### src/rtl/wpfd_pkg.sv
package wpfd_pkg;

   function automatic bit is_pow2(input int v);
      return (v > 0) && ((v & (v - 1)) == 0);
   endfunction

endpackage

### src/rtl/wpfd_wrap.sv
module wpfd_wrap #(
   parameter int PH_W = 12
) (
   input  logic signed [PH_W-1:0] cur_ph,
   input  logic signed [PH_W-1:0] prev_ph,
   output logic signed [PH_W:0]   wrapped
);
   localparam int XW = PH_W + 2;
   localparam logic signed [XW-1:0] HALF = XW'(1) <<< (PH_W - 1);
   localparam logic signed [XW-1:0] FULL = XW'(1) <<< PH_W;

   logic signed [XW-1:0] raw;
   logic signed [XW-1:0] fixed_v;

   always_comb begin
      raw = XW'(cur_ph) - XW'(prev_ph);
      if (raw < -HALF)
         fixed_v = raw + FULL;
      else if (raw > HALF)
         fixed_v = raw - FULL;
      else
         fixed_v = raw;
      wrapped = fixed_v[PH_W:0];
   end
endmodule

### src/rtl/wpfd_atten.sv
module wpfd_atten #(
   parameter int DW        = 13,
   parameter int ATTEN_DIV = 10
) (
   input  logic signed [DW-1:0] din,
   output logic signed [DW-1:0] dout
);
   import wpfd_pkg::*;

   generate
      if (is_pow2(ATTEN_DIV)) begin : g_shift
         localparam int SH = $clog2(ATTEN_DIV);
         // arithmetic shift already rounds toward minus infinity
         assign dout = din >>> SH;
      end else begin : g_divide
         localparam logic [DW:0] DIV   = (DW+1)'(ATTEN_DIV);
         localparam logic [DW:0] DIVM1 = (DW+1)'(ATTEN_DIV - 1);
         logic          neg;
         logic [DW:0]   mag;
         logic [DW:0]   quo;
         always_comb begin
            neg = din[DW-1];
            mag = neg ? (DW+1)'(-{din[DW-1], din}) : (DW+1)'({din[DW-1], din});
            quo = neg ? ((mag + DIVM1) / DIV) : (mag / DIV);
            dout = neg ? -($signed(quo[DW-1:0])) : $signed(quo[DW-1:0]);
         end
      end
   endgenerate
endmodule

### src/rtl/wpfd_accum.sv
module wpfd_accum #(
   parameter int ACC_W = 20,
   parameter int DW    = 13
) (
   input  logic                    clk,
   input  logic                    rst_n,
   input  logic                    step,
   input  logic                    freeze,
   input  logic                    load,
   input  logic signed [ACC_W-1:0] load_value,
   input  logic signed [DW-1:0]    omega,
   output logic signed [ACC_W-1:0] acc
);
   localparam logic signed [ACC_W-1:0] ACC_MAX = {1'b0, {(ACC_W-1){1'b1}}};
   localparam logic signed [ACC_W-1:0] ACC_MIN = {1'b1, {(ACC_W-1){1'b0}}};

   logic signed [ACC_W:0]   sum;
   logic signed [ACC_W-1:0] acc_next;

   always_comb begin
      sum = (ACC_W+1)'(acc) + (ACC_W+1)'(omega);
      if (sum[ACC_W] != sum[ACC_W-1])
         acc_next = sum[ACC_W] ? ACC_MIN : ACC_MAX;
      else
         acc_next = sum[ACC_W-1:0];
   end

   always_ff @(posedge clk) begin
      if (!rst_n)
         acc <= '0;
      else if (load)
         acc <= load_value;
      else if (step && !freeze)
         acc <= acc_next;
   end

   assert_freeze_hold_R8: assert property (@(posedge clk) disable iff (!rst_n)
      (freeze && !load) |=> $stable(acc));

   assert_load_wins_R9: assert property (@(posedge clk) disable iff (!rst_n)
      load |=> (acc == $past(load_value)));

   assert_no_overflow_R7: assert property (@(posedge clk) disable iff (!rst_n)
      (step && !freeze && !load && !omega[DW-1]) |=> (acc >= $past(acc)));

   assert_no_underflow_R7: assert property (@(posedge clk) disable iff (!rst_n)
      (step && !freeze && !load && omega[DW-1]) |=> (acc < $past(acc) || acc == ACC_MIN));
endmodule

### src/rtl/wrapped_phase_freq_det.sv
module wrapped_phase_freq_det #(
   parameter int PH_W      = 12,
   parameter int ACC_W     = 20,
   parameter int ATTEN_DIV = 10
) (
   input  logic                    clk,
   input  logic                    rst_n,
   input  logic                    phase_valid,
   input  logic signed [PH_W-1:0]  phase_in,
   input  logic                    freeze,
   input  logic                    load,
   input  logic signed [ACC_W-1:0] load_value,
   output logic                    diff_valid,
   output logic signed [PH_W:0]    diff_out,
   output logic signed [PH_W:0]    omega_out,
   output logic signed [ACC_W-1:0] freq_word
);
   localparam int DW = PH_W + 1;
   localparam logic signed [DW-1:0] PI_CODE = DW'(1) <<< (PH_W - 1);

   generate
      if (PH_W < 4) begin : g_bad_ph
         $error("PH_W must be at least 4");
      end
      if (ACC_W <= DW) begin : g_bad_acc
         $error("ACC_W must exceed PH_W+1");
      end
      if (ATTEN_DIV < 1 || ATTEN_DIV >= (1 << (PH_W - 1))) begin : g_bad_div
         $error("ATTEN_DIV out of range");
      end
   endgenerate

   logic signed [PH_W-1:0] prev_q;
   logic                   have_prev_q;
   logic signed [DW-1:0]   wrapped_c;
   logic signed [DW-1:0]   omega_c;
   logic                   step;

   assign step = phase_valid && have_prev_q;

   wpfd_wrap #(.PH_W(PH_W)) u_wrap (
      .cur_ph  (phase_in),
      .prev_ph (prev_q),
      .wrapped (wrapped_c)
   );

   wpfd_atten #(.DW(DW), .ATTEN_DIV(ATTEN_DIV)) u_atten (
      .din  (wrapped_c),
      .dout (omega_c)
   );

   wpfd_accum #(.ACC_W(ACC_W), .DW(DW)) u_accum (
      .clk        (clk),
      .rst_n      (rst_n),
      .step       (step),
      .freeze     (freeze),
      .load       (load),
      .load_value (load_value),
      .omega      (omega_c),
      .acc        (freq_word)
   );

   always_ff @(posedge clk) begin
      if (!rst_n) begin
         prev_q      <= '0;
         have_prev_q <= 1'b0;
         diff_valid  <= 1'b0;
         diff_out    <= '0;
         omega_out   <= '0;
      end else begin
         diff_valid <= step;
         if (phase_valid) begin
            prev_q      <= phase_in;
            have_prev_q <= 1'b1;
         end
         if (step) begin
            diff_out  <= wrapped_c;
            omega_out <= omega_c;
         end
      end
   end

   assert_first_silent_R2: assert property (@(posedge clk) disable iff (!rst_n)
      (phase_valid && !have_prev_q) |=> !diff_valid);

   assert_wrap_range_R5: assert property (@(posedge clk) disable iff (!rst_n)
      diff_valid |-> (diff_out >= -PI_CODE && diff_out <= PI_CODE));

   assert_omega_sign_R6: assert property (@(posedge clk) disable iff (!rst_n)
      diff_valid |-> (diff_out[DW-1] == omega_out[DW-1]));

   assert_pulse_source_R10: assert property (@(posedge clk) disable iff (!rst_n)
      diff_valid |-> $past(phase_valid));
endmodule

### config.mk
export PLATFORM = sky130hd
export DESIGN_NAME = wrapped_phase_freq_det
export DESIGN_NICKNAME = d
export VERILOG_FILES = /design/src/rtl/wpfd_pkg.sv /design/src/rtl/wpfd_wrap.sv /design/src/rtl/wpfd_atten.sv /design/src/rtl/wpfd_accum.sv /design/src/rtl/wrapped_phase_freq_det.sv
export SDC_FILE = /design/constraint.sdc
export NUM_CORES = 1
export LEC_CHECK = 0
export CAP_MARGIN = 20
export CORE_MARGIN = 2
export CORE_UTILIZATION = 52
export CTS_CLUSTER_DIAMETER = 200
export DETAILED_ROUTE_END_ITERATION = 10
export PLACE_DENSITY = 0.89
export SLEW_MARGIN = 25
export SYNTH_ARGS = -nofsm -noshare
export SYNTH_HDL_FRONTEND = slang
export SYNTH_HIERARCHICAL = 1
export SYNTH_SLANG_ARGS = --single-unit
### constraint.sdc
create_clock -name clk -period 11.55 [get_ports clk]
set_input_delay 1.7325 -clock clk [delete_from_list [all_inputs] [get_ports clk]]
set_output_delay 1.7325 -clock clk [all_outputs]
set_load 0.02 [all_outputs]
# == Word-level counts from Yosys, hierarchy flattened ==
# Index checks and enable logic that the tools add are counted.
# word_totals
out_inout_bits,47
input_bits,37
reg_bits,60
wordCells,31
# op_classes
eq_ne,1
n_reduce_logical,4
order_cmp,2
n_div,2
mux,9
addsub,7
# ops
op,count
20-bit two-way mux,4
13-bit two-way mux,4
14-bit by 4-bit divider with 14-bit output (second input constant),2
20-bit by 13-bit adder with 21-bit output,1
14-bit by 4-bit adder with 14-bit output (second input constant),1
14-bit two-way mux,1
14-bit negation,1
13-bit adder (second input constant),1
13-bit greater-than comparator (second input constant),1
13-bit by 12-bit < comparator with 1-bit output (second input constant),1
13-bit negation,1
12-bit by 12-bit subtractor with 13-bit output,1
13-bit subtractor (second input constant),1
1-bit logical AND,2
2-bit nonzero test,1
1-bit logical NOT,1
1-bit inequality test,1

# == Logic depth before layout (Yosys ltp) ==
# Gate-level depths: netlist of run 1.
# logic_depth
depth_word,16
ltp_mapped,50
depth_no_buf,42

# == By module ==
# Netlist of run 1, hierarchy kept.
# modules_own_cells
mod,area_per_inst_um2,instances,seq_area_each_um2,cells_each
wpfd_atten,2322.2,1,0.0,315
wpfd_accum,1844.3,1,400.4,227
wrapped_phase_freq_det,1597.8,1,800.8,163
wpfd_wrap,548.0,1,0.0,75

# == Worst setup path after synthesis of run 1 ==
# No wires, ideal clock.
# synth_timing
kind,in2reg
start,input port phase_in[0]
end,register u_accum.acc[12]
arrival_ns,12.374
required_ns,11.428
setup_ns,0.122
cell_stages,45
setup_slack_ns,-0.946
path_cell_list,inv_1 ha_1 fa_1 inv_1 or4_1 or4_1 or4_1 o41a_1 clkbuf_1 buf_2 buf_1 buf_1 o21ai_0 ha_1 and3_1 o22ai_4 nor3_2 xnor2_2 [... 9 more ...] or4_1 nand4_1 o31a_1 ha_1 inv_1 or2_1 o31ai_2 xnor2_1 ha_1 a211oi_1 o21ai_0 o2111ai_1 o311ai_4 o211ai_2 a211oi_1 nor4_4 buf_6 a21oi_1
# synth_via
elab_chain_cells,16
# synth_rtl
element,line_no,source
start: declaration,wrapped_phase_freq_det.sv:9,"input logic signed [PH_W-1:0] phase_in,"
12-bit by 12-bit subtractor with 13-bit output *,wpfd_wrap.sv:16,raw = XW'(cur_ph) - XW'(prev_ph);
13-bit subtractor / 13-bit greater-than comparator (equally long branches),"wpfd_wrap.sv:20, wpfd_wrap.sv:19",
13-bit two-way mux,wpfd_wrap.sv:19,else if (raw > HALF)
13-bit two-way mux *,wpfd_wrap.sv:17,if (raw < -HALF)
net wrapped_c[1],wrapped_phase_freq_det.sv:35,logic signed [DW-1:0] wrapped_c;
14-bit negation,wpfd_atten.sv:23,"mag = neg ? (DW+1)'(-{din[DW-1], din}) : (DW+1)'({din[DW-1], din});"
14-bit two-way mux *,wpfd_atten.sv:23,
14-bit by 4-bit adder with 14-bit output,wpfd_atten.sv:24,quo = neg ? ((mag + DIVM1) / DIV) : (mag / DIV);
[... 2 more ...],-,
13-bit negation,wpfd_atten.sv:25,dout = neg ? -($signed(quo[DW-1:0])) : $signed(quo[DW-1:0]);
13-bit two-way mux *,wpfd_atten.sv:25,
net omega_c[8],wrapped_phase_freq_det.sv:36,logic signed [DW-1:0] omega_c;
20-bit by 13-bit adder with 21-bit output *,wpfd_accum.sv:21,sum = (ACC_W+1)'(acc) + (ACC_W+1)'(omega);
20-bit two-way mux / 1-bit inequality test (equally long branches),"wpfd_accum.sv:23, wpfd_accum.sv:22",
20-bit two-way mux *,wpfd_accum.sv:22,if (sum[ACC_W] != sum[ACC_W-1])
20-bit two-way mux *,wpfd_accum.sv:33,else if (step && !freeze)
20-bit two-way mux *,wpfd_accum.sv:31,else if (load)
end signal: assignment,wpfd_accum.sv:32,acc <= load_value;
end signal: assignment,wpfd_accum.sv:34,acc <= acc_next;
end: declaration,wpfd_accum.sv:12,output logic signed [ACC_W-1:0] acc
# Mark *: on every way through the listed nets, which the timed path passes. The rest lies on a longest branch. The select of a mux whose other input is x is not followed.
# A chain may end at the register's enable or synchronous reset.

# == Worst setup path in the final report of run 1 ==
# layout_timing
start,input port phase_in[4]
end,register u_accum.acc[10]
# The elaborated chain is that of the path after synthesis.

==> results of run 1 <==
[logic make-up after synthesis]
| kind of cell | Yosys count | synth area share |
|---|---|---|
| adders and majority gates | 38 | 0.0775 |
| and+or+nand+nor | 268 | 0.226 |
| muxes | 22 | 0.0371 |
| AOI/OAI and AO/OA | 256 | 0.317 |
| DFF | 60 | 0.190 |
| buffers and inverters | 76 | 0.0599 |
| xor gates and xnor gates | 60 | 0.0920 |
[cell usage in the layout (no fill, tap or decap), types with 6 or more instances in the layout]
cell type / instances
sky130_fd_sc_hd__a211oi_1: 6
sky130_fd_sc_hd__a211oi_2: 8
sky130_fd_sc_hd__a21o_1: 7
sky130_fd_sc_hd__a21oi_1: 36
sky130_fd_sc_hd__a21oi_2: 17
sky130_fd_sc_hd__and3_1: 6
sky130_fd_sc_hd__buf_4: 177
sky130_fd_sc_hd__clkbuf_16: 9
sky130_fd_sc_hd__clkdlybuf4s50_1: 76
sky130_fd_sc_hd__dfxtp_1: 60
sky130_fd_sc_hd__ha_1: 28
sky130_fd_sc_hd__inv_1: 29
sky130_fd_sc_hd__mux2i_1: 16
sky130_fd_sc_hd__nand2_1: 86
sky130_fd_sc_hd__nand2_2: 6
sky130_fd_sc_hd__nand2b_1: 6
sky130_fd_sc_hd__nand3_1: 15
sky130_fd_sc_hd__nand4_1: 29
sky130_fd_sc_hd__nor2_1: 25
sky130_fd_sc_hd__nor2b_1: 19
sky130_fd_sc_hd__nor3_1: 17
sky130_fd_sc_hd__o211ai_1: 7
sky130_fd_sc_hd__o21a_1: 11
sky130_fd_sc_hd__o21ai_0: 34
sky130_fd_sc_hd__o21ai_1: 11
sky130_fd_sc_hd__o21ai_2: 23
sky130_fd_sc_hd__o221ai_1: 20
sky130_fd_sc_hd__o22ai_1: 7
sky130_fd_sc_hd__xnor2_1: 32
sky130_fd_sc_hd__xnor2_2: 7
sky130_fd_sc_hd__xor2_1: 18
[metrics by stage]
stage	utilization	area [um^2]	instances	hold WS, ns	setup TNS [ns]
3_3_place_gp	0.706	8410	1126	0.447	-6.47
5_1_grt	0.766	9120	1164	0.489	-8.71
2_1_floorplan	-	6490	780	0.483	-5.67
4_1_cts	0.733	8730	1143	0.473	0
3_5_place_dp	0.706	8410	1126	0.454	-14.17
6_report	0.766	9120	1164	0.475	-4.65
[repair_timing]
item                                    4_1_cts  5_1_grt
resized for setup                            12       57
endpoints found under the setup margin       20       20
pin swaps                                     5       38
gates cloned                                  0        3
setup buffers                                 1       18
hold endpoints to repair                      0        0
[tightest hold or removal path, cell delays in order (launching register included)]
cell	delay (ns)
sky130_fd_sc_hd__dfxtp_1	0.31
sky130_fd_sc_hd__nand2_1	0.05
sky130_fd_sc_hd__o21ai_0	0.06
[cell type report]
| type | instances | area [um^2] | share of cell area |
|---|---|---|---|
| clock buffers | 9 | 225 | 0.0247 |
| clock inverters | 7 | 52.6 | 0.00576 |
| inverters | 32 | 128 | 0.0140 |
| multi-input cells | 644 | 5100 | 0.559 |
| flip-flops and latches | 60 | 1200 | 0.132 |
| well taps | 147 | 184 | 0.0202 |
| repair buffers | 265 | 2230 | 0.244 |
[flip-flops by register name, summed over array words and instances, names as in the netlist]
register,flops
have_prev_q,1
prev_q,12
diff_out,13
diff_valid,1
u_accum/acc,20
omega_out,13
[path summary, 6_finish.rpt]
check                from         endpoint  slack, ns  depth (start not counted)
max           phase_in[4]  u_accum/acc[10]      -0.28                         44
min          diff_out[11]     diff_out[11]       0.48                          2
max reg2reg     prev_q[0]  u_accum/acc[10]       0.94                         41
min reg2reg  diff_out[11]     diff_out[11]       0.48                          2
[per-layer routing]
metal	wire length, um	global-route usage	vias to the layer above
met2	11600	0.538	672
met4	1930	0.159	0
met5	0	0	-
li1	-	-	3401
met1	9560	0.402	3753
met3	2360	0.0572	224
==> run summary, run 1 <==
=================================================================================================
Layout cell share with drive strength beyond 1 .....................................        0.333
Area share of the largest cell type after synthesis ................................        0.190
Most used cell along the critical path ............................................. sky130_fd_sc_hd__buf_4
Port Buffer Count ..................................................................           83
Filler cell count ..................................................................          664
Top delay family on crit path ...................................................... compound AO/OA/AOI/OAI gates
Critical path arrival ..............................................................     12.10 ns
CP max stage delay .................................................................      0.53 ns
Synthesis warning total ............................................................            6
Wire length of the first global-routing pass .......................................     34200 um
Antenna viol nets, final ...........................................................            0
Final Net Count ....................................................................         1086
Highest clock rate .................................................................     84.5 MHz
Violations in the final reports .................................................... negative setup slack
Top-count cell post-synth .......................................................... sky130_fd_sc_hd__nand2_1
Synth Flop Type .................................................................... sky130_fd_sc_hd__dfxtp_1
Routed length per placed instance ..................................................      21.9 um
FF+latch count, synth ..............................................................           60
Number of buffers created by CTS ...................................................            9
Number of enable-type register cells in the synthesized netlist ....................            0
Required time reported for the critical path endpoint ..............................     11.82 ns
Total via count in the routed design ...............................................         8050
Final HPWL from detailed placement .................................................     15200 um
Nets in the synthesized netlist ....................................................          854
Antenna violations before repair ...................................................            0
RSZ-0062 raised after global routing ...............................................          yes
Final count of pins violating max slew .............................................            0
Critical path capture point type ...................................................     register
Dpl ws .............................................................................    -0.739 ns
Largest net degree at the start of global routing ..................................           86
Initial core utilization ...........................................................        0.530
Ant. Diodes ........................................................................            0
Full die area ......................................................................  0.0130 mm^2
Top cells by area, synth ........................................................... sky130_fd_sc_hd__dfxtp_1 19%, sky130_fd_sc_hd__ha_1 6.9%, sky130_fd_sc_hd__nand2_1 5.5%
Post-route fraction of the period consumed by the critical path ....................         1.02
Hold Vio Cnt, Final ................................................................            0
Placer congestion estimate .........................................................        0.944
Critical path buffers and inverters ................................................            7
Detailed-route wire length .........................................................     25400 um
Final setup skew ...................................................................    0.0113 ns
Path category of the worst min-delay check ......................................... register to register
Relative slew margins ..............................................................        0.203
Proportion of synthesized chip area in sequential cells ............................        0.190
Worst setup slack after layout .....................................................    -0.284 ns
Count of standard-cell rows ........................................................           40
Commonest cells post-synth ......................................................... 93 x sky130_fd_sc_hd__nand2_1, 60 x sky130_fd_sc_hd__dfxtp_1, 43 x sky130_fd_sc_hd__a21oi_1
Post-synthesis cell count ..........................................................          780
Vias in the first global route .....................................................         7035
Total global-route track usage .....................................................        0.323
TritonCTS clock tree ...............................................................        built
Async set-reset flop share out of synthesis ........................................            0
Number of clock sinks ..............................................................           60
Worst-Skew Late Latency ............................................................      0.35 ns
Standard cell core area ............................................................  0.0119 mm^2
Hold buffer count at cts ...........................................................            0
DRC violation total after the first TritonRoute iteration ..........................         1162
Number of failing setup endpoints in the final timing report .......................           20
DRC violations left ................................................................            0
Slowest CP cell .................................................................... sky130_fd_sc_hd__or4_4
DIE HEIGHT .........................................................................       114 um
Worst slew pin tran ................................................................      1.19 ns
Number of distinct library cell variants in the gate-level netlist after synthesis .           98
Ports placed on the boundary .......................................................           84
Width of the chip ..................................................................       114 um
Minimum clock period ...............................................................     11.83 ns
Number of buffers on the longest clock path ........................................            2
Synthesis-to-finish area growth ....................................................        44.5%
Library cell used as clock root buffer ............................................. sky130_fd_sc_hd__clkbuf_16
Startpoint kind of the worst setup timing path ..................................... primary input
Clock edge transition at the registers on the reported setup and hold paths ........      0.05 ns
Number of maximum-capacitance constraint violations ................................            0
Maximum fanout encountered on the critical timing path .............................            8
Total congestion overflow after global routing .....................................            0
DRT Pass-1 Iters ...................................................................            7
Mean instance size in the synthesized netlist ......................................    8.09 um^2
Vias per cell ......................................................................         6.92
Run status ......................................................................... finished with violations
# H-tree levels ....................................................................            3
Netlist area before placement ...................................................... 0.00631 mm^2
Type of the worst setup path ....................................................... primary input to register
Post-synthesis cell type with the largest combined area ............................ sky130_fd_sc_hd__dfxtp_1
=================================================================================================
Power of run 1 is left out: the tool's default activity adds up to more than one toggle a clock period on the data nets, which glitch-free logic cannot reach.
==> inputs of run 2 (changes only) <==
--- a/config.mk
+++ b/config.mk
@@ -5,7 +5,8 @@
 export SDC_FILE = /design/constraint.sdc
 export NUM_CORES = 1
 export LEC_CHECK = 0
-export CAP_MARGIN = 20
+export ABC_CLOCK_PERIOD_IN_PS = 11550
+export CAP_MARGIN = 15
 export CORE_MARGIN = 2
 export CORE_UTILIZATION = 52
 export CTS_CLUSTER_DIAMETER = 200
==> results of run 2 <==
The final DEF is identical to that of run 1; final timing and power are the same.
Power of run 2 is left out for the same reason.
